<file path="src/rtl/bwb_pkg.sv">
package bwb_pkg;

  typedef enum logic [1:0] {
    PH_WRPAT   = 2'd0,
    PH_CHKPAT  = 2'd1,
    PH_CLEAR   = 2'd2,
    PH_CHKZERO = 2'd3
  } phase_e;

  typedef enum logic [1:0] {
    ST_IDLE = 2'd0,
    ST_SEL  = 2'd1,
    ST_ACC  = 2'd2,
    ST_FIN  = 2'd3
  } state_e;

endpackage

</file>
<file path="src/rtl/bwb_walker.sv">
// Phase / bank / word position counters for the test sweep.
module bwb_walker
  import bwb_pkg::*;
#(
  parameter int BANKS = 8,
  parameter int WORDS = 4096,
  localparam int BW = (BANKS > 1) ? $clog2(BANKS) : 1,
  localparam int AW = (WORDS > 1) ? $clog2(WORDS) : 1
) (
  input  logic          clk,
  input  logic          rst_n,
  input  logic          clr,
  input  logic          step,
  output logic [BW-1:0] bank,
  output logic [AW-1:0] word,
  output phase_e        phase,
  output logic          last_word,
  output logic          last_bank,
  output logic          last_phase
);

  localparam logic [BW-1:0] BANK_MAX = BW'(BANKS - 1);
  localparam logic [AW-1:0] WORD_MAX = AW'(WORDS - 1);

  logic [BW-1:0] bank_d;
  logic [AW-1:0] word_d;
  phase_e        phase_d;
  logic [1:0]    phase_inc;
  logic          pos_en;

  assign last_word  = (word == WORD_MAX);
  assign last_bank  = (bank == BANK_MAX);
  assign last_phase = (phase == PH_CHKZERO);
  assign phase_inc  = phase + 2'd1;
  assign pos_en     = clr | step;

  always_comb begin
    bank_d  = bank;
    word_d  = word;
    phase_d = phase;
    if (clr) begin
      bank_d  = '0;
      word_d  = '0;
      phase_d = PH_WRPAT;
    end else if (step) begin
      if (last_word) begin
        word_d = '0;
        if (last_bank) begin
          bank_d  = '0;
          phase_d = phase_e'(phase_inc);
        end else begin
          bank_d = bank + 1'b1;
        end
      end else begin
        word_d = word + 1'b1;
      end
    end
  end

  always_ff @(posedge clk or negedge rst_n) begin
    if (!rst_n) begin
      bank  <= '0;
      word  <= '0;
      phase <= PH_WRPAT;
    end else if (pos_en) begin
      bank  <= bank_d;
      word  <= word_d;
      phase <= phase_d;
    end
  end

endmodule

</file>
<file path="src/rtl/bwb_pattern.sv">
// Expected data and access direction for the current sweep position.
module bwb_pattern
  import bwb_pkg::*;
#(
  parameter int DATA_W    = 16,
  parameter int SEED_STEP = 'h1000,
  parameter int BW        = 3,
  parameter int AW        = 12
) (
  input  phase_e            phase,
  input  logic [BW-1:0]     bank,
  input  logic [AW-1:0]     word,
  output logic [DATA_W-1:0] expect_o,
  output logic              is_write,
  output logic              is_read
);

  localparam logic [DATA_W-1:0] STEP_V = DATA_W'(SEED_STEP);

  logic [DATA_W-1:0] seed;
  logic              patterned;

  assign seed      = DATA_W'(bank) * STEP_V;
  assign patterned = (phase == PH_WRPAT) || (phase == PH_CHKPAT);
  assign is_write  = (phase == PH_WRPAT) || (phase == PH_CLEAR);
  assign is_read   = !is_write;
  assign expect_o  = patterned ? (seed + DATA_W'(word)) : '0;

endmodule

</file>
<file path="src/rtl/bwb_compare.sv">
// One-stage read compare: holds the issued position, compares returning data.
module bwb_compare #(
  parameter int DATA_W = 16,
  parameter int BW     = 3,
  parameter int AW     = 12
) (
  input  logic              clk,
  input  logic              rst_n,
  input  logic              issue,
  input  logic [BW-1:0]     bank_i,
  input  logic [AW-1:0]     word_i,
  input  logic [DATA_W-1:0] expect_i,
  input  logic [DATA_W-1:0] rdata,
  output logic              bad,
  output logic [BW-1:0]     bank_q,
  output logic [AW-1:0]     word_q,
  output logic [DATA_W-1:0] expect_q
);

  logic vld;

  always_ff @(posedge clk or negedge rst_n) begin
    if (!rst_n) begin
      vld <= 1'b0;
    end else begin
      vld <= issue;
    end
  end

  always_ff @(posedge clk or negedge rst_n) begin
    if (!rst_n) begin
      bank_q   <= '0;
      word_q   <= '0;
      expect_q <= '0;
    end else if (issue) begin
      bank_q   <= bank_i;
      word_q   <= word_i;
      expect_q <= expect_i;
    end
  end

  assign bad = vld && (rdata != expect_q);

endmodule

</file>
<file path="src/rtl/bank_window_bist.sv">
// Banked window memory self-test sequencer (top).
module bank_window_bist
  import bwb_pkg::*;
#(
  parameter int BANKS     = 8,
  parameter int WORDS     = 4096,
  parameter int DATA_W    = 16,
  parameter int SEED_STEP = 'h1000,
  localparam int BW = (BANKS > 1) ? $clog2(BANKS) : 1,
  localparam int AW = (WORDS > 1) ? $clog2(WORDS) : 1
) (
  input  logic              clk,
  input  logic              rst_n,
  input  logic              start,
  output logic              done,
  output logic              pass,
  output logic              bsel_wr,
  output logic [BW-1:0]     bsel_bank,
  output logic              bsel_en,
  output logic [AW-1:0]     mem_addr,
  output logic              mem_we,
  output logic              mem_re,
  output logic [DATA_W-1:0] mem_wdata,
  input  logic [DATA_W-1:0] mem_rdata,
  output logic [BW-1:0]     fail_bank,
  output logic [AW-1:0]     fail_offset,
  output logic [DATA_W-1:0] fail_read,
  output logic [DATA_W-1:0] fail_expect
);

  // reset: asserted asynchronously, released through two flops
  logic rst_q1, rst_q2, srst_n;

  always_ff @(posedge clk or negedge rst_n) begin
    if (!rst_n) begin
      rst_q1 <= 1'b0;
      rst_q2 <= 1'b0;
    end else begin
      rst_q1 <= 1'b1;
      rst_q2 <= rst_q1;
    end
  end
  assign srst_n = rst_q2;

  state_e            st, st_d;
  logic [BW-1:0]     pos_bank;
  logic [AW-1:0]     pos_word;
  phase_e            pos_phase;
  logic              last_word, last_bank, last_phase;
  logic [DATA_W-1:0] exp_now;
  logic              is_write, is_read;
  logic              cmp_bad;
  logic [BW-1:0]     cmp_bank;
  logic [AW-1:0]     cmp_word;
  logic [DATA_W-1:0] cmp_exp;
  logic              start_go, running, fail_hit, finish_ok, access;

  assign start_go  = (st == ST_IDLE) && start;
  assign running   = (st != ST_IDLE);
  assign fail_hit  = running && cmp_bad;
  assign finish_ok = (st == ST_FIN) && !cmp_bad;
  assign access    = (st == ST_ACC) && !cmp_bad;

  bwb_walker #(
    .BANKS (BANKS),
    .WORDS (WORDS)
  ) u_walk (
    .clk        (clk),
    .rst_n      (srst_n),
    .clr        (start_go),
    .step       (access),
    .bank       (pos_bank),
    .word       (pos_word),
    .phase      (pos_phase),
    .last_word  (last_word),
    .last_bank  (last_bank),
    .last_phase (last_phase)
  );

  bwb_pattern #(
    .DATA_W    (DATA_W),
    .SEED_STEP (SEED_STEP),
    .BW        (BW),
    .AW        (AW)
  ) u_pat (
    .phase    (pos_phase),
    .bank     (pos_bank),
    .word     (pos_word),
    .expect_o (exp_now),
    .is_write (is_write),
    .is_read  (is_read)
  );

  bwb_compare #(
    .DATA_W (DATA_W),
    .BW     (BW),
    .AW     (AW)
  ) u_cmp (
    .clk      (clk),
    .rst_n    (srst_n),
    .issue    (mem_re),
    .bank_i   (pos_bank),
    .word_i   (pos_word),
    .expect_i (exp_now),
    .rdata    (mem_rdata),
    .bad      (cmp_bad),
    .bank_q   (cmp_bank),
    .word_q   (cmp_word),
    .expect_q (cmp_exp)
  );

  // sequencer next state
  always_comb begin
    st_d = st;
    unique case (st)
      ST_IDLE: if (start) st_d = ST_SEL;
      ST_SEL:  st_d = cmp_bad ? ST_IDLE : ST_ACC;
      ST_ACC: begin
        if (cmp_bad) begin
          st_d = ST_IDLE;
        end else if (last_word) begin
          st_d = (last_bank && last_phase) ? ST_FIN : ST_SEL;
        end
      end
      ST_FIN:  st_d = ST_IDLE;
      default: st_d = ST_IDLE;
    endcase
  end

  always_ff @(posedge clk or negedge srst_n) begin
    if (!srst_n) begin
      st <= ST_IDLE;
    end else begin
      st <= st_d;
    end
  end

  // port drive
  assign bsel_wr   = (st == ST_SEL) && !cmp_bad;
  assign bsel_bank = pos_bank;
  assign bsel_en   = 1'b1;
  assign mem_addr  = pos_word;
  assign mem_we    = access && is_write;
  assign mem_re    = access && is_read;
  assign mem_wdata = is_write ? exp_now : '0;

  // result registers
  logic              done_d, pass_d, pass_en, fail_en;
  logic [BW-1:0]     fbank_d;
  logic [AW-1:0]     foff_d;
  logic [DATA_W-1:0] fread_d, fexp_d;

  assign done_d  = fail_hit || finish_ok;
  assign pass_en = start_go || fail_hit || finish_ok;
  assign pass_d  = finish_ok;
  assign fail_en = start_go || fail_hit;

  always_comb begin
    if (start_go) begin
      fbank_d = '0;
      foff_d  = '0;
      fread_d = '0;
      fexp_d  = '0;
    end else begin
      fbank_d = cmp_bank;
      foff_d  = cmp_word;
      fread_d = mem_rdata;
      fexp_d  = cmp_exp;
    end
  end

  always_ff @(posedge clk or negedge srst_n) begin
    if (!srst_n) begin
      done <= 1'b0;
    end else begin
      done <= done_d;
    end
  end

  always_ff @(posedge clk or negedge srst_n) begin
    if (!srst_n) begin
      pass <= 1'b0;
    end else if (pass_en) begin
      pass <= pass_d;
    end
  end

  always_ff @(posedge clk or negedge srst_n) begin
    if (!srst_n) begin
      fail_bank   <= '0;
      fail_offset <= '0;
      fail_read   <= '0;
      fail_expect <= '0;
    end else if (fail_en) begin
      fail_bank   <= fbank_d;
      fail_offset <= foff_d;
      fail_read   <= fread_d;
      fail_expect <= fexp_d;
    end
  end

endmodule

</file>
<file path="config.mk">
export PLATFORM = sky130hd
export DESIGN_NAME = bank_window_bist
export DESIGN_NICKNAME = d
export VERILOG_FILES = /design/src/rtl/bwb_pkg.sv /design/src/rtl/bwb_walker.sv /design/src/rtl/bwb_pattern.sv /design/src/rtl/bwb_compare.sv /design/src/rtl/bank_window_bist.sv
export SDC_FILE = /design/constraint.sdc
export NUM_CORES = 1
export LEC_CHECK = 0
export ABC_AREA = 1
export BUFFER_PORTS_ARGS = -buffer_cell sky130_fd_sc_hd__buf_2
export CAP_MARGIN = 20
export CORE_ASPECT_RATIO = 1.75
export CORE_MARGIN = 2
export CORE_UTILIZATION = 30
export CTS_BUF_LIST = sky130_fd_sc_hd__clkbuf_4 sky130_fd_sc_hd__clkbuf_8
export CTS_CLUSTER_SIZE = 20
export DETAILED_ROUTE_END_ITERATION = 7
export SLEW_MARGIN = 20
export SYNTH_ARGS = -nofsm -noshare
export SYNTH_HDL_FRONTEND = slang
export SYNTH_SLANG_ARGS = --single-unit
</file>
<file path="constraint.sdc">
create_clock -name clk -period 9.3 [get_ports clk]
set_clock_uncertainty 0.2 [all_clocks]
set_input_delay 0.465 -clock clk [delete_from_list [all_inputs] [get_ports clk]]
set_output_delay 0.465 -clock clk [all_outputs]
set_load 0.05 [all_outputs]
</file>
==> impl_summary.md <==
Pwr
The largest vdd supply drop is 0.177 mV. The design draws about 1.8 mW. Of the total power, the clock network draws 0.150.

Of the total power, registers draw 0.365. The combinational group share of total power is 0.484. For this design the static power due to leakage is 2.84 nW. The analysis attributes to net switching a power of approximately 0.96 mW. The switching share of power is 0.528. The total internal power is ~0.86 mW. The power density relative to cell area is between 300 and 400 mW/mm^2.

Drt
For this block, the routed nets add up to 11,900 um of wire. The post-route antenna net violation count is 0. After detailed routing, the number of remaining DRC violations is 0.

The iteration count of the initial detailed-routing pass is 4. In this run, the number of DRC markers left after iteration 0 of detailed routing was 208. In the routed layout, each cell is associated on average with a via count of 4.67. The routed wirelength normalized by instance count is 14.5 um.

Across all layers, the routed design uses approximately 3,800 vias.

Die
The floorplan step set the die width to 97.8 um. The die covers 0.0165 sq mm. After floorplanning, the core was sized to cover 0.0152 sq mm. After floorplanning, the core was divided into 60 placement rows.

The floorplan step set the die height to 168 um. The initial utilization of the core area, before any placement, comes to 0.303. The number of top-level pins is 103.

Timing
At the pin with the least slew margin, the transition time is 0.776 ns. The post-route fraction of the period consumed by the critical path is 0.375. Setup violations remaining at the end of the flow were counted as 0. The max-slew violation count came to 0. The final-report hold violation count is 0. After layout, the minimum clock period comes to 3.49 ns. The setup TNS is 0 ns.

In this run the tightest slew margin relative to its limit is 0.483. Setup repair after global routing left no endpoint under its margin. Derived from the worst setup path, the maximum achievable clock frequency is about 290 MHz.

Final layout
The final standard cell count with taps included and fillers excluded is 821. The filler cells instantiated in the layout total around 1,600. The net count reported at finish is 656. In the final layout, the share of cells above drive strength 1 is 0.220. The antenna cell count is 0. The area growth from synthesis to layout is 17.5%. Registers take around 0.0025 sq mm. The combined area of the multi-input logic cells is 0.00171 sq mm. Summing all non-filler instances in the final layout gives an area of 0.00543 sq mm.

Place
The HPWL after detailed placement is 8660 um. The global placement routability congestion is around 0.82. The number of port buffers is 99. Counting tap cells, the placed design contains a total of around 800 instances. The cell area after placement is roughly 0.0052 sq mm.

Logic synthesis
The most used flip-flop cell after synthesis is sky130_fd_sc_hd__dfrtp_1. The summed instance area of the synthesized netlist is between 0.004 and 0.005 sq mm. The yosys synthesis warning count is 0. Synthesis instantiated 27 different standard cells from the library. The average footprint of a synthesized cell is 8.53 sq um. The library cell with the largest summed area after synthesis is sky130_fd_sc_hd__dfrtp_1.

In the synthesized netlist, the number of instances is between 500 and 600. The flip-flop and latch count after synthesis is 100. The number of enable-type register cells in the synthesized netlist is 0. The share of the Yosys chip area taken by registers is 0.541. For this run, asynchronously set or reset flops after synthesis account for 1.00. The share of synthesized area in the top cell type comes to 0.541. By area the synthesized netlist is led by sky130_fd_sc_hd__dfrtp_1 (54%), sky130_fd_sc_hd__nand2_1 (8.9%), sky130_fd_sc_hd__nand3_1 (8.6%).

Critical path
At the worst endpoint, the required time is 8.64 ns. The capture point of the worst reg-to-reg path is u_cmp.expect_q[0]. The origin of the critical flop-to-flop path is u_walk.phase[0]. The worst reg-to-reg setup slack is 6.53 ns.

Measured in cells, the most critical reg-to-reg path has a length of 6. For the worst setup path, the data arrival time is between 2 and 3 ns. The type of origin of the critical path is a flop. The worst-path maximum fanout is 18. The most critical setup path has its startpoint at u_walk.phase[0].

The nature of the critical path endpoint is a primary output. Following the worst setup path forward leads to its endpoint at mem_wdata[13]. The critical path in this run is classified as flop to primary output.

Clocking
The longest clock path from root to sink contains 2 buffers. Buffers added to address setup during post-CTS repair amount to 0. In this run the number of H-tree levels came out at 3. TritonCTS built the clock tree. The clock-pin slew of the registers on the worst-case setup and hold paths is 0.11 ns. The clock reaches the later pin of the worst-skew pair after between 0.3 and 0.4 ns. The number of CTS-inserted buffers is 9. The tree is rooted in a sky130_fd_sc_hd__clkbuf_8. Post-CTS repair changed the size of 0 cells. Counting every sink on the clock net gives 100.

GRT
The number of antenna violations at the first check in global routing was 0. The via count of the first global-routing pass was 3,693. The global-route wire length before repair is 19,300 um.

After global routing the overflow that remains totals 0. The overall fraction of global-route tracks in use is 0.148. The maximum number of pins on one net before global-route repair is 89.

Outcome
The flow ran to the end, and the final reports show no timing, DRC or antenna violations.

Job
Across the run, the number of max-cap violations was 0.

Worst hold path
The worst min-delay path class is flop to async pin.
==> worst min path at each step <==
stage,start,end,slack (ns),cells past startpoint
4_1_cts,mem_rdata[15],fail_read[15],0.12,3
2_1_floorplan,rst_n,rst_q1,-0.03,0
3_3_place_gp,rst_n,rst_q1,0.05,1
5_1_grt,mem_rdata[12],fail_read[12],0.14,3
3_5_place_dp,rst_n,rst_q1,0.05,1
6_report,rst_q2,fail_expect[13],0.13,0
==> stage by stage <==
stage	setup slack (ns)	hold slack (ns)	utilization
final	5.81	0.128	0.356
after global routing	5.38	0.136	0.356
after CTS	5.74	0.119	0.356
after detailed placement	6.18	0.0507	0.343
after global placement	6.28	0.0506	0.343
after floorplan	6.11	-0.0306	-
==> logic make-up (layout without fill, tap and decap cells) <==
| group | after synthesis | count (layout) | share of synthesized area |
|---|---|---|---|
| compound gates | 89 | 89 | 0.0991 |
| xor+xnor | 8 | 8 | 0.0152 |
| fa+ha+maj | 7 | 7 | 0.0189 |
| buf+inv | 97 | 188 | 0.0915 |
| flops | 100 | 100 | 0.541 |
| other cells | 2 | 4 | 0.00162 |
| simple gates | 239 | 239 | 0.232 |
==> routing by layer <==
| metal | global-route usage | wire length [um] |
|---|---|---|
| met3 | 0.0232 | 456 |
| met2 | 0.266 | 6340 |
| met1 | 0.172 | 4760 |
| met5 | 0 | 0 |
| met4 | 0.0652 | 366 |
==> cells in the mapped netlist, types with 3 or more instances <==
library cell	n
sky130_fd_sc_hd__nand2_1	110
sky130_fd_sc_hd__dfrtp_1	100
sky130_fd_sc_hd__nand3_1	79
sky130_fd_sc_hd__o21ai_0	65
sky130_fd_sc_hd__inv_1	55
sky130_fd_sc_hd__nor2_1	24
sky130_fd_sc_hd__nor3_1	15
sky130_fd_sc_hd__o21ai_1	13
sky130_fd_sc_hd__clkbuf_1	12
sky130_fd_sc_hd__inv_2	11
sky130_fd_sc_hd__buf_2	8
sky130_fd_sc_hd__buf_4	7
sky130_fd_sc_hd__ha_1	7
sky130_fd_sc_hd__xor2_1	7
sky130_fd_sc_hd__a21oi_1	5
sky130_fd_sc_hd__nand4_1	4
sky130_fd_sc_hd__buf_6	3
sky130_fd_sc_hd__o21a_1	3
==> placed cells by master (no fill, tap or decap), types with 5 or more instances in the layout <==
cell type                    n
sky130_fd_sc_hd__o21ai_0    65
sky130_fd_sc_hd__buf_2      99
sky130_fd_sc_hd__inv_2      11
sky130_fd_sc_hd__inv_1      55
sky130_fd_sc_hd__a21oi_1     5
sky130_fd_sc_hd__nand2_1   109
sky130_fd_sc_hd__xor2_1      7
sky130_fd_sc_hd__dfrtp_1    99
sky130_fd_sc_hd__buf_4       5
sky130_fd_sc_hd__o21ai_1    13
sky130_fd_sc_hd__ha_1        7
sky130_fd_sc_hd__nor3_1     15
sky130_fd_sc_hd__nand3_1    79
sky130_fd_sc_hd__nor2_1     24
sky130_fd_sc_hd__clkbuf_8    9
==> power groups by stage <==
stage / clock [mW] / sequential (mW) / combinational (mW)
3_3_place_gp: 0 / 0.673 / 0.881
5_1_grt: 0.305 / 0.682 / 0.963
6_report: 0.273 / 0.664 / 0.879
2_1_floorplan: 0 / 0.906 / 0.445
3_5_place_dp: 0 / 0.675 / 0.890
4_1_cts: 0.283 / 0.666 / 0.892
==> critical path, cell delays in order, from the launching register on <==
cell,delay (ns)
sky130_fd_sc_hd__dfrtp_1,0.43
sky130_fd_sc_hd__inv_1,0.08
sky130_fd_sc_hd__ha_1,0.21
sky130_fd_sc_hd__nor2_1,0.59
sky130_fd_sc_hd__clkinv_1,0.68
sky130_fd_sc_hd__nand2_1,0.20
sky130_fd_sc_hd__nor2_1,0.05
sky130_fd_sc_hd__buf_2,0.21
==> sequential cells by signal, indices dropped and copies added (netlist names), 2 cells and up <==
register        flops
u_walk.phase        2
u_walk.bank         3
fail_bank           3
fail_offset        12
st                  2
u_walk.word        12
fail_expect        15
fail_read          16
u_cmp.bank_q        3
u_cmp.word_q       12
u_cmp.expect_q     15
==> repair_timing <==
| action | in CTS | in global routing |
|---|---|---|
| hold endpoints to repair | 2 | 0 |
| endpoints found under the setup margin | 0 | 0 |
| hold buffers | 1 | 0 |
==> cell type report <==
cell class,count,area share
clock inverters,7,0.0120
clock buffers,9,0.0228
flip-flops and latches,100,0.462
repair buffers,105,0.100
inverters,67,0.0463
well taps,186,0.0429
multi-input cells,347,0.315
Note: power is estimated with default switching activity, not from simulation.
